### config.mk
export PLATFORM = sky130hd
export DESIGN_NAME = i2c_reg_slave
export DESIGN_NICKNAME = d
export VERILOG_FILES = /design/src/rtl/i2c_reg_slave_pkg.sv /design/src/rtl/i2c_bus_cond.sv /design/src/rtl/i2c_addr_ctr.sv /design/src/rtl/i2c_reg_slave.sv
export SDC_FILE = /design/constraint.sdc
export NUM_CORES = 1
export LEC_CHECK = 0
export CORE_MARGIN = 1.5
export CORE_UTILIZATION = 35
export DETAILED_ROUTE_END_ITERATION = 6
export PLACE_DENSITY = 0.55
export SLEW_MARGIN = 0
export SYNTH_ARGS = -nofsm -noshare
export SYNTH_HDL_FRONTEND = slang
export SYNTH_SLANG_ARGS = --single-unit
### constraint.sdc
create_clock -name clk -period 2.1 [get_ports clk]
set_input_delay 0.42 -clock clk [delete_from_list [all_inputs] [get_ports clk]]
set_output_delay 0.42 -clock clk [all_outputs]
set_load 0.02 [all_outputs]
### src/rtl/i2c_reg_slave_pkg.sv
package i2c_reg_slave_pkg;

    localparam logic [6:0] DEV_ID    = 7'b1101010;
    localparam int         BYTE_BITS = 8;

    typedef enum logic [2:0] {
        PH_IDLE,
        PH_DEV,
        PH_ADRH,
        PH_ADRL,
        PH_WR,
        PH_RD,
        PH_SKIP
    } phase_e;

    typedef struct packed {
        logic start;
        logic stop;
        logic rise;
        logic fall;
        logic sda;
    } bus_ev_t;

    function automatic logic id_match(input logic [7:0] b, input logic [6:0] id);
        return b[7:1] == id;
    endfunction

endpackage

### src/rtl/i2c_bus_cond.sv
module i2c_bus_cond
    import i2c_reg_slave_pkg::*;
(
    input  logic    clk,
    input  logic    rst,
    input  logic    scl_i,
    input  logic    sda_i,
    output bus_ev_t ev
);
    logic scl_q;
    logic sda_q;

    always_ff @(posedge clk) begin
        if (rst) begin
            scl_q <= 1'b1;
            sda_q <= 1'b1;
        end else begin
            scl_q <= scl_i;
            sda_q <= sda_i;
        end
    end

    always_comb begin
        ev.start = scl_i && scl_q && sda_q && !sda_i;
        ev.stop  = scl_i && scl_q && !sda_q && sda_i;
        ev.rise  = scl_i && !scl_q;
        ev.fall  = !scl_i && scl_q;
        ev.sda   = sda_i;
    end

endmodule

### src/rtl/i2c_addr_ctr.sv
module i2c_addr_ctr #(
    parameter int AW = 10
) (
    input  logic          clk,
    input  logic          rst,
    input  logic          load,
    input  logic [AW-1:0] load_val,
    input  logic          inc,
    output logic [AW-1:0] addr
);
    localparam logic [AW-1:0] STEP = 1;

    always_ff @(posedge clk) begin
        if (rst)       addr <= '0;
        else if (load) addr <= load_val;
        else if (inc)  addr <= addr + STEP;
    end

endmodule

### src/rtl/i2c_reg_slave.sv
module i2c_reg_slave
    import i2c_reg_slave_pkg::*;
#(
    parameter int         AW       = 10,
    parameter logic [6:0] DEV_ADDR = DEV_ID
) (
    input  logic          clk,
    input  logic          rst,
    input  logic          scl_i,
    input  logic          sda_i,
    output logic          sda_oe,
    output logic [AW-1:0] reg_addr,
    output logic          reg_rd,
    output logic          reg_wr,
    output logic [7:0]    reg_wdata,
    input  logic [7:0]    reg_rdata,
    input  logic          reg_avail
);
    localparam int         HW       = AW - 8;
    localparam logic [3:0] LAST_BIT = 4'(BYTE_BITS - 1);
    localparam logic [3:0] FULL     = 4'(BYTE_BITS);
    localparam logic [3:0] ONE      = 4'd1;

    bus_ev_t         ev;
    phase_e          phase;
    phase_e          nxt;
    logic [3:0]      cnt;
    logic [7:0]      sh;
    logic [7:0]      sh_next;
    logic            ack_ph;
    logic            ack_go;
    logic            mack;
    logic            ai;
    logic [HW-1:0]   adr_hi;
    logic            byte_end;
    logic            ctr_load;
    logic            ctr_inc;
    logic            rd_load;
    logic [AW-1:0]   load_val;

    i2c_bus_cond u_cond (
        .clk   (clk),
        .rst   (rst),
        .scl_i (scl_i),
        .sda_i (sda_i),
        .ev    (ev)
    );

    i2c_addr_ctr #(.AW(AW)) u_ctr (
        .clk      (clk),
        .rst      (rst),
        .load     (ctr_load),
        .load_val (load_val),
        .inc      (ctr_inc),
        .addr     (reg_addr)
    );

    always_comb begin
        sh_next  = {sh[6:0], ev.sda};
        byte_end = ev.rise && !ack_ph && (cnt == LAST_BIT);
        load_val = {adr_hi, sh_next};
        ctr_load = byte_end && (phase == PH_ADRL);
        reg_wr   = byte_end && (phase == PH_WR) && reg_avail;
        reg_wdata = sh_next;
        ctr_inc  = ai && ((ev.fall && ack_ph && (phase == PH_WR) && ack_go)
                       || (ev.rise && ack_ph && (phase == PH_RD)));
        rd_load  = ev.fall && ack_ph &&
                   (((phase == PH_DEV) && ack_go && (nxt == PH_RD))
                    || ((phase == PH_RD) && mack));
        reg_rd   = rd_load;
    end

    always_ff @(posedge clk) begin
        if (rst) begin
            phase  <= PH_IDLE;
            nxt    <= PH_IDLE;
            cnt    <= '0;
            sh     <= '0;
            ack_ph <= 1'b0;
            ack_go <= 1'b0;
            mack   <= 1'b0;
            ai     <= 1'b0;
            adr_hi <= '0;
            sda_oe <= 1'b0;
        end else if (ev.start) begin
            phase  <= PH_DEV;
            cnt    <= '0;
            ack_ph <= 1'b0;
            sda_oe <= 1'b0;
        end else if (ev.stop) begin
            phase  <= PH_IDLE;
            cnt    <= '0;
            ack_ph <= 1'b0;
            sda_oe <= 1'b0;
        end else begin
            unique case (phase)
                PH_DEV, PH_ADRH, PH_ADRL, PH_WR: begin
                    if (ev.rise && !ack_ph) begin
                        sh  <= sh_next;
                        cnt <= cnt + ONE;
                        if (cnt == LAST_BIT) begin
                            unique case (phase)
                                PH_DEV: begin
                                    if (!id_match(sh_next, DEV_ADDR)) begin
                                        ack_go <= 1'b0;
                                        nxt    <= PH_SKIP;
                                    end else if (sh_next[0]) begin
                                        ack_go <= reg_avail;
                                        nxt    <= PH_RD;
                                    end else begin
                                        ack_go <= 1'b1;
                                        nxt    <= PH_ADRH;
                                    end
                                end
                                PH_ADRH: begin
                                    ack_go <= 1'b1;
                                    ai     <= sh_next[7];
                                    adr_hi <= sh_next[HW-1:0];
                                    nxt    <= PH_ADRL;
                                end
                                PH_ADRL: begin
                                    ack_go <= 1'b1;
                                    nxt    <= PH_WR;
                                end
                                default: begin
                                    ack_go <= reg_avail;
                                    nxt    <= PH_WR;
                                end
                            endcase
                        end
                    end else if (ev.fall && !ack_ph && (cnt == FULL)) begin
                        ack_ph <= 1'b1;
                        sda_oe <= ack_go;
                    end else if (ev.fall && ack_ph) begin
                        ack_ph <= 1'b0;
                        cnt    <= '0;
                        phase  <= ack_go ? nxt : PH_SKIP;
                        if (rd_load) begin
                            sh     <= reg_rdata;
                            sda_oe <= ~reg_rdata[7];
                        end else begin
                            sda_oe <= 1'b0;
                        end
                    end
                end
                PH_RD: begin
                    if (ev.rise && !ack_ph) begin
                        cnt <= cnt + ONE;
                    end else if (ev.rise && ack_ph) begin
                        mack <= !ev.sda;
                    end else if (ev.fall && !ack_ph) begin
                        if (cnt == FULL) begin
                            sda_oe <= 1'b0;
                            ack_ph <= 1'b1;
                        end else begin
                            sh     <= {sh[6:0], 1'b0};
                            sda_oe <= ~sh[6];
                        end
                    end else if (ev.fall && ack_ph) begin
                        ack_ph <= 1'b0;
                        cnt    <= '0;
                        if (mack) begin
                            sh     <= reg_rdata;
                            sda_oe <= ~reg_rdata[7];
                        end else begin
                            sda_oe <= 1'b0;
                            phase  <= PH_SKIP;
                        end
                    end
                end
                default: ;
            endcase
        end
    end

endmodule

Yosys cells after proc, flatten, opt, wreduce, memory -nomap -nowiden
Index checks and enable logic that the tools add are counted.
- register bits after elaboration: 36
- bits of input ports: 13
- output and inout port bits: 21
- reductions and logical operators: 46
- equal/unequal tests: 35
- bitwise logic cells: 5
- mux-type cells: 57
- add/sub/neg operators: 2
- operators by type and width (kind ; number):
    $mux 7 ; 10
    $mux 3 ; 11
    $ne 4x4->1 const B ; 8
    $logic_and 1x1->1 ; 24
    $mux 4 ; 6
    $mux 1 ; 21
    $ne 3x3->1 const B ; 7
    $mux 10 ; 2
    $reduce_and 9->1 ; 2
    $ne 2x2->1 const B ; 8
    $reduce_and 5->1 ; 3
    $pmux 7 s2 ; 1
    $pmux 3 s2 ; 2
    $reduce_and 6->1 ; 2
    $reduce_and 11->1 ; 1
    $add 10x1->10 const B ; 1
    $eq 3x3->1 const B ; 3
    $ne 3x2->1 const B ; 3
    $pmux 4 s2 ; 1
    $eq 7x7->1 const B ; 1
    $eq 3x2->1 const B ; 2
    $pmux 1 s2 ; 3
    $logic_not 1->1 ; 5
    $not 1->1 ; 5
    11 further kinds ; 13

Longest topological paths before layout
Gate-level depths: netlist of the first run.
- word-level depth: 10
- mapped depth: 7

Cells and area by module
Synthesis of the first run repeated with hierarchy kept, for this count alone.
- cell total of the unflattened synthesis: 268
- area, all modules: 2213.4 um2
- by module, submodules not included (module ; cells an instance ; times used ; area each (um2)):
    i2c_reg_slave ; 191 ; 1 ; 1557.7
    i2c_addr_ctr ; 68 ; 1 ; 563.0
    i2c_bus_cond ; 9 ; 1 ; 92.6

Worst setup path after synthesis of the first run
OpenSTA, ideal clock, no wires.
- kind: reg2reg
- start point: reg phase[0]
- end point: reg sh[1]
- arrival time: 2.027 ns
- cell stages (with the launch flop): 7
- clock period less this slack: 2.148 ns
- library setup time: 0.121 ns
- slack: -0.048 ns
- path through: dfxtp_1 buf_2 nor3b_1 nand4_1 a21oi_1 o211ai_1 mux2_2
- cells in the longest elaborated chain, start to end: 7
- ends and longest elaborated chain (element ; RTL line ; source):
    from (decl) ; i2c_reg_slave.sv:25 ; phase_e phase;
    from (signal assigned) ; i2c_reg_slave.sv:137 ; phase <= ack_go ? nxt : PH_SKIP;
    $eq 3x1->1 ; i2c_reg_slave.sv:68 ; (((phase == PH_DEV) && ack_go && (nxt == PH_RD))
    $logic_and 1x1->1 (2 in a row) ; i2c_reg_slave.sv:68 ;
    $logic_or 1x1->1 * ; i2c_reg_slave.sv:69 ; || ((phase == PH_RD) && mack));
    $logic_and 1x1->1 * ; i2c_reg_slave.sv:67 ; rd_load = ev.fall && ack_ph &&
    net reg_rd ; i2c_reg_slave.sv:13 ; output logic reg_rd,
    $ne 3x3->1 (no source line) * ; -- ;
    $reduce_and 11->1 (no source line) * ; -- ;
    to (signal assigned) ; i2c_reg_slave.sv:99 ; sh <= sh_next;
    to (signal assigned) ; i2c_reg_slave.sv:139 ; sh <= reg_rdata;
    to (signal assigned) ; i2c_reg_slave.sv:156 ; sh <= {sh[6:0], 1'b0};
    to (decl) ; i2c_reg_slave.sv:28 ; logic [7:0] sh;
Mark *: on every way through the listed nets, which the timed path passes. The rest lies on a longest branch.
A chain may end at the register's enable or synchronous reset.

Worst setup path after layout of the first run
- start point: in scl_i
- end point: reg u_ctr.addr[1]
- cells in the longest elaborated chain, start to end: 8
- ends and longest elaborated chain (element ; RTL line ; source):
    from (decl) ; i2c_reg_slave.sv:9 ; input logic scl_i,
    $logic_not 1->1 ; i2c_bus_cond.sv:27 ; ev.fall = !scl_i && scl_q;
    $logic_and 1x1->1 ; i2c_bus_cond.sv:27 ;
    $logic_and 1x1->1 (3 in a row) ; i2c_reg_slave.sv:65 ; ctr_inc = ai && ((ev.fall && ack_ph && (phase == PH_WR) && ack_go)
    $logic_or 1x1->1 ; i2c_reg_slave.sv:66 ; || (ev.rise && ack_ph && (phase == PH_RD)));
    $logic_and 1x1->1 ; i2c_reg_slave.sv:65 ;
    $reduce_bool 2->1 (no source line) ; -- ;
    to (signal assigned) ; i2c_addr_ctr.sv:15 ; else if (load) addr <= load_val;
    to (signal assigned) ; i2c_addr_ctr.sv:16 ; else if (inc) addr <= addr + STEP;
    to (decl) ; i2c_addr_ctr.sv:9 ; output logic [AW-1:0] addr
Several ways; a longest one is shown, not always the timed one.

==> flow_summary.toml, run 1 <==
[worst_setup_path]
cp.required_ps = 2270
reg2regPathDepth = 6
timing.rr.start = "ack_ph$_SDFFE_PP0P_"
slowest_delay_ps = 510
crit_chain = "dlygate4sd2_1, or3b_4, buf_6, or4_4, and2_4, a221oi_2, nor2_1"
cp_num_buf_inv = 2
critPathTopFamily = "simple AND/OR/NAND/NOR gates"
r2r_slack_ps = 90
crit_start = "scl_i"
critPathArrivalTime_ps = 2210
crit_fanout = 8
crit_end = "u_ctr.addr[1]$_SDFFE_PP0P_"
slowest_stage = "or4_4"
start_kind = "input port"
path_depth = 7
crit_type = "input port to register"
r2r_end = "u_ctr.addr[1]$_SDFFE_PP0P_"
cp-end-kind = "register"

[min_path]
hold_path_class = "register to register"
holdCritStartpoint = "sda_oe$_SDFFE_PP0P_"

[finish]
mostFrequentLayoutCells = "50 x buf_4, 36 x dfxtp_1, 30 x nor2_1, 30 x clkdlybuf4s50_1, 24 x a21oi_1"
fill_cells = 575
fin_nets = 358
fin_area_sq_um = 3040
register_area_sq_um = 721
fin_util = 0.514
multi_input_area_sq_um = 1350
synthToLayoutAreaGrowth_pct = 41.5
diodes = 0
drive_gt1_frac = 0.245
layout_commonest_cell = "buf_4"

[clocking]
cts_buffers = 5
clkSlewWorstSetupHoldPaths_ps = 70
cts_root_buffer = "clkbuf_8"
cts_tree = "yes"
h-tree-depth = 2
clock_latency_ps = 280
clkSinkCount = 36
clock_path_buffers = 2
hold_buffers = 0

[global_route]
grt-ovfl-total = 0
grt_pass1_vias = 2133
grt_max_degree = 18
grt_pass1_wl_mm = 10.7
antenna_found_initial = 0
grtUsageTotal = 0.212

[placement]
place.gp.congestion = 0.853
portBuffers = 33
dp_hpwl_mm = 4.79
postPlaceCellArea_sq_um = 2900

[synth]
synthArstFlopShare = 0
synth-xor-area-share = 0.00814
yosysWarningCount = 0
synth.net_count = 282
synth_cell_types = 52
netlist_area_sq_um = 2150
syn_area_per_cell_sq_um = 8.09
synthTopCellsByArea = "dfxtp_1 34%, a21oi_1 5.8%, mux2i_1 5.6%"
ys_seq_area_frac = 0.335
synth-edff-count = 0
synth_top_area_share = 0.335
synth_top_area_cell = "dfxtp_1"
synth_ff_type = "dfxtp_1"
netlist_instances = 266
synthSimpleGateAreaFrac = 0.315
synth_top_family_by_area = "simple AND/OR/NAND/NOR gates"
synth_fa_ha_area_frac = 0.0175
synth-seq-cells = 36
synthMuxAreaShare = 0.0873
synth_compound_area_frac = 0.190

[floorplanning]
die_h_um = 81.4
initial_core_util = 0.363
die_x_um = 81.4
ioPinCount = 34
rows = 28
core-area_sq_um = 5920
dieArea_sq_um = 6620

[drt]
drt_iter0_drc = 174
wirelength_mm = 6.49
vias_per_cell = 5.52
vias = 2307
wl_per_cell_um = 15.5
dr.pass1.iters = 4
drcViolationCount = 0
antenna_left = 0

[sta]
hold_slack_ps = 471
tightest_slew_ps = 426
setup_viol = 0
finClkSkew_ps = 1.94
hold_viol = 0
maxSlewHeadroom = 0.708
slew_violations = 0
fin_crit_ps = 2040
fin_crit_sh = 0.970
rsz0062_at_grt = "no"
fmax_mhz = 491

[power_and_ir_drop]
p_leak_nw = 1.17
p_total_mw = 1.50
max-vdd-ir-drop_uv = 248
pwr_density_cell_nw_per_um2 = 494

[run_status]
status = "finished, final reports clean"

[run]
timing.max_cap.violations = 0
worst register-to-register path, delay by kind of cell, from the launching register on:
kind	cells	cell delay (ps)
buffers and inverters	1	140
AND/OR/NAND/NOR	4	1200
flip-flops	1	320
AO/OA/AOI/OAI	1	240
per-stage QoR:
| stage | instances | worst slack [ps] | TNS, ps |
|---|---|---|---|
| floorplan | 266 | 30.7 | 0 |
| global placement | 409 | -633 | -8480 |
| detailed placement | 409 | -635 | -8250 |
| CTS | 418 | 27.6 | 0 |
| global route | 418 | 11.1 | 0 |
| finish | 418 | 62.7 | 0 |
worst min-delay path by stage:
stage,endpoint,depth (start not counted)
detailed placement,sda_oe$_SDFFE_PP0P_,2
global placement,sda_oe$_SDFFE_PP0P_,2
finish,sda_oe$_SDFFE_PP0P_,2
floorplan,ai$_SDFFE_PP0P_,2
global route,sda_oe$_SDFFE_PP0P_,2
CTS,sda_oe$_SDFFE_PP0P_,2
Yosys cell counts (2+ instances only):
| master | count |
|---|---|
| a211oi_1 | 2 |
| a21oi_1 | 25 |
| a221oi_2 | 2 |
| a31o_2 | 2 |
| a31oi_1 | 3 |
| a32oi_1 | 2 |
| and2_1 | 3 |
| and3_1 | 3 |
| and4_1 | 2 |
| buf_2 | 2 |
| clkbuf_1 | 11 |
| dfxtp_1 | 36 |
| ha_1 | 3 |
| inv_1 | 7 |
| mux2_2 | 6 |
| mux2i_1 | 12 |
| nand2_1 | 9 |
| nand2b_1 | 6 |
| nand3_1 | 5 |
| nand3b_1 | 4 |
| nand4_1 | 4 |
| nand4b_1 | 2 |
| nor2_1 | 31 |
| nor2b_1 | 15 |
| nor3_1 | 15 |
| nor3b_1 | 6 |
| nor4_2 | 2 |
| o211ai_1 | 3 |
| o21ai_0 | 9 |
| o21ai_1 | 8 |
| or2_2 | 3 |
| or3_1 | 2 |
| xnor2_1 | 2 |
power by group:
part	internal, mW	switching [mW]	total, mW
combinational	0.0745	0.0665	0.141
clock	0.419	0.253	0.673
sequential	0.686	0.00429	0.690
cell families (layout without fill, tap and decap cells):
kind of cell,Yosys count,after routing
AO/OA/AOI/OAI,65,65
multiplexers,18,18
AND/OR/NAND/NOR,119,119
buffers and inverters,23,100
adder cells (fa/ha/maj),3,3
XOR/XNOR,2,2
flip-flops,36,36
cell type report:
cell class,instances,area share
Tap cell,75,0.0308
Timing Repair Buffer,85,0.238
Clock buffer,7,0.0316
Sequential cell,36,0.237
Multi-Input combinational cell,207,0.444
Inverter,7,0.00863
Clock inverter,1,0.00986
what timing repair did:
action,CTS,global route
endpoints found under the setup margin,10,2
pin swaps,2,1
buffers inserted,1,0
gates resized for setup,13,2
sequential cells by signal, summed over array words and instances (netlist names):
| name | count |
|---|---|
| u_cond.scl_q | 1 |
| ai | 1 |
| u_cond.sda_q | 1 |
| sda_oe | 1 |
| adr_hi | 2 |
| u_ctr.addr | 10 |
| ack_ph | 1 |
| phase | 3 |
| ack_go | 1 |
| mack | 1 |
| cnt | 4 |
| nxt | 3 |
| sh | 7 |
per-layer routing:
| metal | vias up | GRT usage | wire length, um |
|---|---|---|---|
| met1 | 1114 | 0.282 | 2930 |
| li1 | 1123 | - | - |
| met5 | - | 0 | 0 |
| met2 | 59 | 0.346 | 3120 |
| met4 | 0 | 0.0638 | 99 |
| met3 | 11 | 0.0360 | 343 |
Note: power is estimated with default switching activity, not from simulation.
==> inputs of run 2 (changes only) <==
--- a/config.mk
+++ b/config.mk
@@ -5,7 +5,7 @@
 export SDC_FILE = /design/constraint.sdc
 export NUM_CORES = 1
 export LEC_CHECK = 0
-export CORE_MARGIN = 1.5
+export CORE_MARGIN = 5
 export CORE_UTILIZATION = 35
 export DETAILED_ROUTE_END_ITERATION = 6
 export PLACE_DENSITY = 0.55
==> run 2 against run 1 <==
Sequential cell count is the same; count of clock-buffer cells in the layout did not move; clock power is 23% lower; core utilization decreased by 1.5 points; sequential power barely moved; routed wire length fell by 4.9%.
==> flow_summary.toml, run 2 (synthesis gave the netlist of run 1 again) <==
[clocking]
clock_latency_ps = 290
clkSinkCount = 36
clkSlewWorstSetupHoldPaths_ps = 70
cts_buffers = 5
cts_root_buffer = "clkbuf_8"
cts_tree = "yes"
clock_path_buffers = 2
h-tree-depth = 2

[worst_setup_path]
slowest_delay_ps = 630
crit_chain = "clkdlybuf4s50_1, clkdlybuf4s50_1"
crit_type = "input port to output pin"
crit_fanout = 3
cp.required_ps = 1680
crit_top_cell = "clkdlybuf4s50_1"
critPathTopFamily = "buffers and inverters"
slowest_stage = "clkdlybuf4s50_1"
cp-end-kind = "output pin"
start_kind = "input port"
cp_num_buf_inv = 2
critPathArrivalTime_ps = 1580

[placement]
postPlaceCellArea_sq_um = 2850
dp_hpwl_mm = 4.68
place.gp.congestion = 0.848
portBuffers = 33

[drt]
wirelength_mm = 6.18
dr.pass1.iters = 4
drt_iter0_drc = 180
antenna_left = 0
drcViolationCount = 0
vias_per_cell = 5.38
wl_per_cell_um = 15.0
vias = 2213

[power_and_ir_drop]
max-vdd-ir-drop_uv = 327
pwr_density_cell_nw_per_um2 = 453
p_leak_nw = 1.11

[global_route]
grt_pass1_wl_mm = 10.3
grt_max_degree = 28
grt-ovfl-total = 0
grtUsageTotal = 0.168
antenna_found_initial = 0
grt_pass1_vias = 2068

[sta]
hold_viol = 0
maxSlewHeadroom = 0.727
finClkSkew_ps = 6.35
fin_crit_ps = 2000
setup_viol = 0
slew_violations = 0
fmax_mhz = 500
rsz0062_at_grt = "no"
tightest_slew_ps = 400
fin_crit_sh = 0.953
hold_slack_ps = 470

[finish]
mostFrequentLayoutCells = "43 x buf_4, 35 x dfxtp_1, 30 x nor2_1, 30 x clkdlybuf4s50_1, 24 x a21oi_1"
reg_top3 = "u_ctr.addr: 10 flops, sh: 7 flops, cnt: 4 flops"
fin_nets = 351
fin_area_sq_um = 2970
top_register = "u_ctr.addr"
drive_gt1_frac = 0.229
layout_commonest_cell = "buf_4"
largest_reg_flops = 10
diodes = 0
synthToLayoutAreaGrowth_pct = 38.2

[run_status]
status = "finished, final reports clean"

[run]
timing.max_cap.violations = 0

[floorplanning]
initial_core_util = 0.361
core-area_sq_um = 5960
die_h_um = 88.4
rows = 28
ioPinCount = 34
die_x_um = 88.4
dieArea_sq_um = 7810

[min_path]
hold_path_class = "register to register"
[run 2: where the power goes]
part	internal, mW	leakage [nW]	switching [mW]
Sequential	0.686	0.291	0.00467
Combinational	0.0710	0.778	0.0649
Clock	0.267	0.0445	0.254
[run 2: layout make-up]
cell class | count | area (sq um)
inverter | 7 | 26.3
clock inverter | 1 | 7.51
tap | 75 | 93.8
fill | 604 | 2980
clock buffer | 7 | 86.3
sequential | 36 | 722
timing repair buffer | 78 | 679
multi-input combinational | 207 | 1360
[run 2: worst reg2reg max path: cells and delay by family, from the launching register on]
kind	cells	cell delay [ps]
compound gates	1	210
fa+ha+maj	1	180
buf+inv	1	200
flops	1	340
simple gates	4	910
[run 2: routing by layer]
layer / vias up / global-route usage / wire length (um)
met3: 10 / 0.0391 / 333
met5: - / 0 / 0
li1: 1106 / - / -
met2: 67 / 0.256 / 2790
met4: 0 / 0.0563 / 97
met1: 1030 / 0.234 / 2960
[run 2: through the flow]
stage	setup slack [ps]	setup TNS, ps	total power [mW]	util	std cells
2_1_floorplan	30.7	0	0.767	-	266
3_3_place_gp	-648	-8210	0.839	0.478	402
3_5_place_dp	-646	-7890	0.839	0.478	402
4_1_cts	35.7	0	1.37	0.498	411
5_1_grt	12.4	0	1.41	0.499	411
6_report	99.7	0	1.35	0.499	411
[run 2: timing repair]
item                                    CTS  global route
pin swaps                                 0             0
endpoints found under the setup margin   11             1
resized for setup                        15             2
buffers inserted                          1             0
gates cloned                              0             0
hold buffers                              0             0
[run 2: final timing paths]
check / startpoint / slack, ps / endpoint / depth (start not counted)
min: sda_oe$_SDFFE_PP0P_ / 470 / sda_oe$_SDFFE_PP0P_ / 2
max: sda_i / 100 / reg_wdata[0] / 2
min reg2reg: sda_oe$_SDFFE_PP0P_ / 470 / sda_oe$_SDFFE_PP0P_ / 2
max reg2reg: cnt[0]$_SDFFE_PP0P_ / 160 / u_ctr.addr[1]$_SDFFE_PP0P_ / 7
==> inputs of run 3 (changes only) <==
--- a/config.mk
+++ b/config.mk
@@ -5,7 +5,7 @@
 export SDC_FILE = /design/constraint.sdc
 export NUM_CORES = 1
 export LEC_CHECK = 0
-export CORE_MARGIN = 5
+export CORE_MARGIN = 4
 export CORE_UTILIZATION = 35
 export DETAILED_ROUTE_END_ITERATION = 6
 export PLACE_DENSITY = 0.55
==> run 3 against run 2 <==
Core utilization up 0.17 points; fmax down 0.69%; final cell count up 1.5%; register-to-register slack got worse by 20 ps; setup slack worse by 14 ps; global-route usage is 0.78 points higher; via count up 0.99%; non-clock buffer count grew 6; sequential power about the same; design area increased by 0.34%; combinational power about the same; power is 0.84% lower; critical path type unchanged; largest power group unchanged.
==> flow_summary.toml, run 3 (synthesis gave the netlist of run 1 again) <==
[run_status]
status = "finished, final reports clean"

[placement]
place.gp.congestion = 0.868
portBuffers = 33
dp_hpwl_mm = 4.67
postPlaceCellArea_sq_um = 2880
placedCellCount = 408

[sta]
fmax_mhz = 496
tightest_slew_ps = 406
setup_viol = 0
finClkSkew_ps = 3.76
hold_viol = 0
hold_slack_ps = 473
fin_crit_sh = 0.959
setup_tns_ps = 0
fin_crit_ps = 2010
maxSlewHeadroom = 0.722
slew_violations = 0
rsz0062_at_grt = "no"

[global_route]
antenna_found_initial = 0
grt_pass1_vias = 2176
gr-usage-met1 = 0.237
gr-max-usage-layer = "met2"
met3_usage = 0.0352
grt_pass1_wl_mm = 10.4
grt_max_degree = 17
grt-ovfl-total = 0
grtUsageTotal = 0.176
grt_use_met2 = 0.287

[worst_setup_path]
slowest_stage = "clkdlybuf4s50_1"
reg2regPathDepth = 6
cp-end-kind = "output pin"
cp_num_buf_inv = 2
crit_top_cell = "clkdlybuf4s50_1"
critPathArrivalTime_ps = 1590
crit_fanout = 3
critPathTopFamily = "buffers and inverters"
crit_chain = "clkdlybuf4s50_1, clkdlybuf4s50_1"
cp.required_ps = 1680
path_depth = 2
crit_type = "input port to output pin"
start_kind = "input port"
slowest_delay_ps = 630

[floorplanning]
die_x_um = 86.4
core-area_sq_um = 5960
rows = 28
initial_core_util = 0.361
die_h_um = 86.4
ioPinCount = 34
dieArea_sq_um = 7460

[clocking]
clkSlewWorstSetupHoldPaths_ps = 70
cts_tree = "yes"
clkSinkCount = 36
hold_buffers = 0
clock_path_buffers = 2
h-tree-depth = 2
clock_latency_ps = 290
cts_buffers = 5
cts_root_buffer = "clkbuf_8"

[finish]
reg_top3 = "u_ctr.addr: 10 flops, sh: 7 flops, cnt: 4 flops"
finalNonFillerCells = 417
largest_reg_flops = 10
mostFrequentLayoutCells = "50 x buf_4, 36 x dfxtp_1, 30 x nor2_1, 30 x clkdlybuf4s50_1, 24 x a21oi_1"
diodes = 0
synthToLayoutAreaGrowth_pct = 38.7
top_register = "u_ctr.addr"
drive_gt1_frac = 0.237
layout_commonest_cell = "buf_4"
fin_nets = 357
fin_area_sq_um = 2980

[drt]
drt_iter0_drc = 134
wl_per_cell_um = 15.1
vias = 2235
vias_per_cell = 5.36
drcViolationCount = 0
dr.pass1.iters = 4
wirelength_mm = 6.28
antenna_left = 0

[power_and_ir_drop]
pwr_density_cell_nw_per_um2 = 448
max-vdd-ir-drop_uv = 261
p_leak_nw = 1.14

[min_path]
hold_path_class = "register to register"
whs_path_depth = 2

[run]
timing.max_cap.violations = 0
==> run 3: cell count changes in the layout (fill, tap and decap cells not counted) <==
cell,previous run,this run
clkbuf_2,0,1
nor3b_2,0,1
clkdlybuf4s15_2,1,0
nor3b_4,1,0
buf_12,1,0
clkbuf_1,1,2
clkbuf_8,6,5
dfxtp_1,35,36
clkinvlp_4,1,0
dfxtp_2,1,0
buf_4,43,50
clkinv_4,0,1
==> run 3: final timing paths <==
path / from / endpoint / slack (ps)
setup / recovery: sda_i / reg_wdata[0] / 90
hold / removal: sda_oe$_SDFFE_PP0P_ / sda_oe$_SDFFE_PP0P_ / 470
setup reg to reg: ack_ph$_SDFFE_PP0P_ / u_ctr.addr[1]$_SDFFE_PP0P_ / 140
hold reg to reg: sda_oe$_SDFFE_PP0P_ / sda_oe$_SDFFE_PP0P_ / 470
==> run 3: power by group <==
part,total [mW],switching [mW],internal [mW]
Clock,0.509,0.271,0.237
Combinational,0.138,0.0665,0.0717
Sequential,0.690,0.00386,0.686
Total,1.34,0.341,0.995
==> run 3: worst min-delay path, cell delays in order (launching register included) <==
cell and delay, ps:
dfxtp_1 310, nand2b_1 60, a21oi_1 50
==> run 3: through the flow <==
step,power (mW),setup WS (ps),util
6_report,1.34,85.8,0.501
5_1_grt,1.39,12.7,0.501
4_1_cts,1.35,23.4,0.502
3_5_place_dp,0.841,-666,0.484
3_3_place_gp,0.842,-644,0.484
2_1_floorplan,0.767,30.7,-
==> run 3: repair_timing <==
item,CTS,global route
pin swaps,1,0
resized for setup,14,1
buffers inserted,1,0
setup endpoints to repair,10,1
==> run 3: cell type report <==
class	count	area [sq um]
repair buffers	84	706
well taps	75	93.8
fillers	605	2970
flip-flops and latches	36	721
clock inverters	1	8.76
clock buffers	7	76.3
multi-input cells	207	1350
inverters	7	26.3
==> run 3: per-layer routing <==
metal / part of all wire / up-vias
li1: - / 1123
met1: 0.49 / 1071
met2: 0.46 / 34
met3: 0.036 / 7
met4: 0.011 / 0
met5: 0 / -
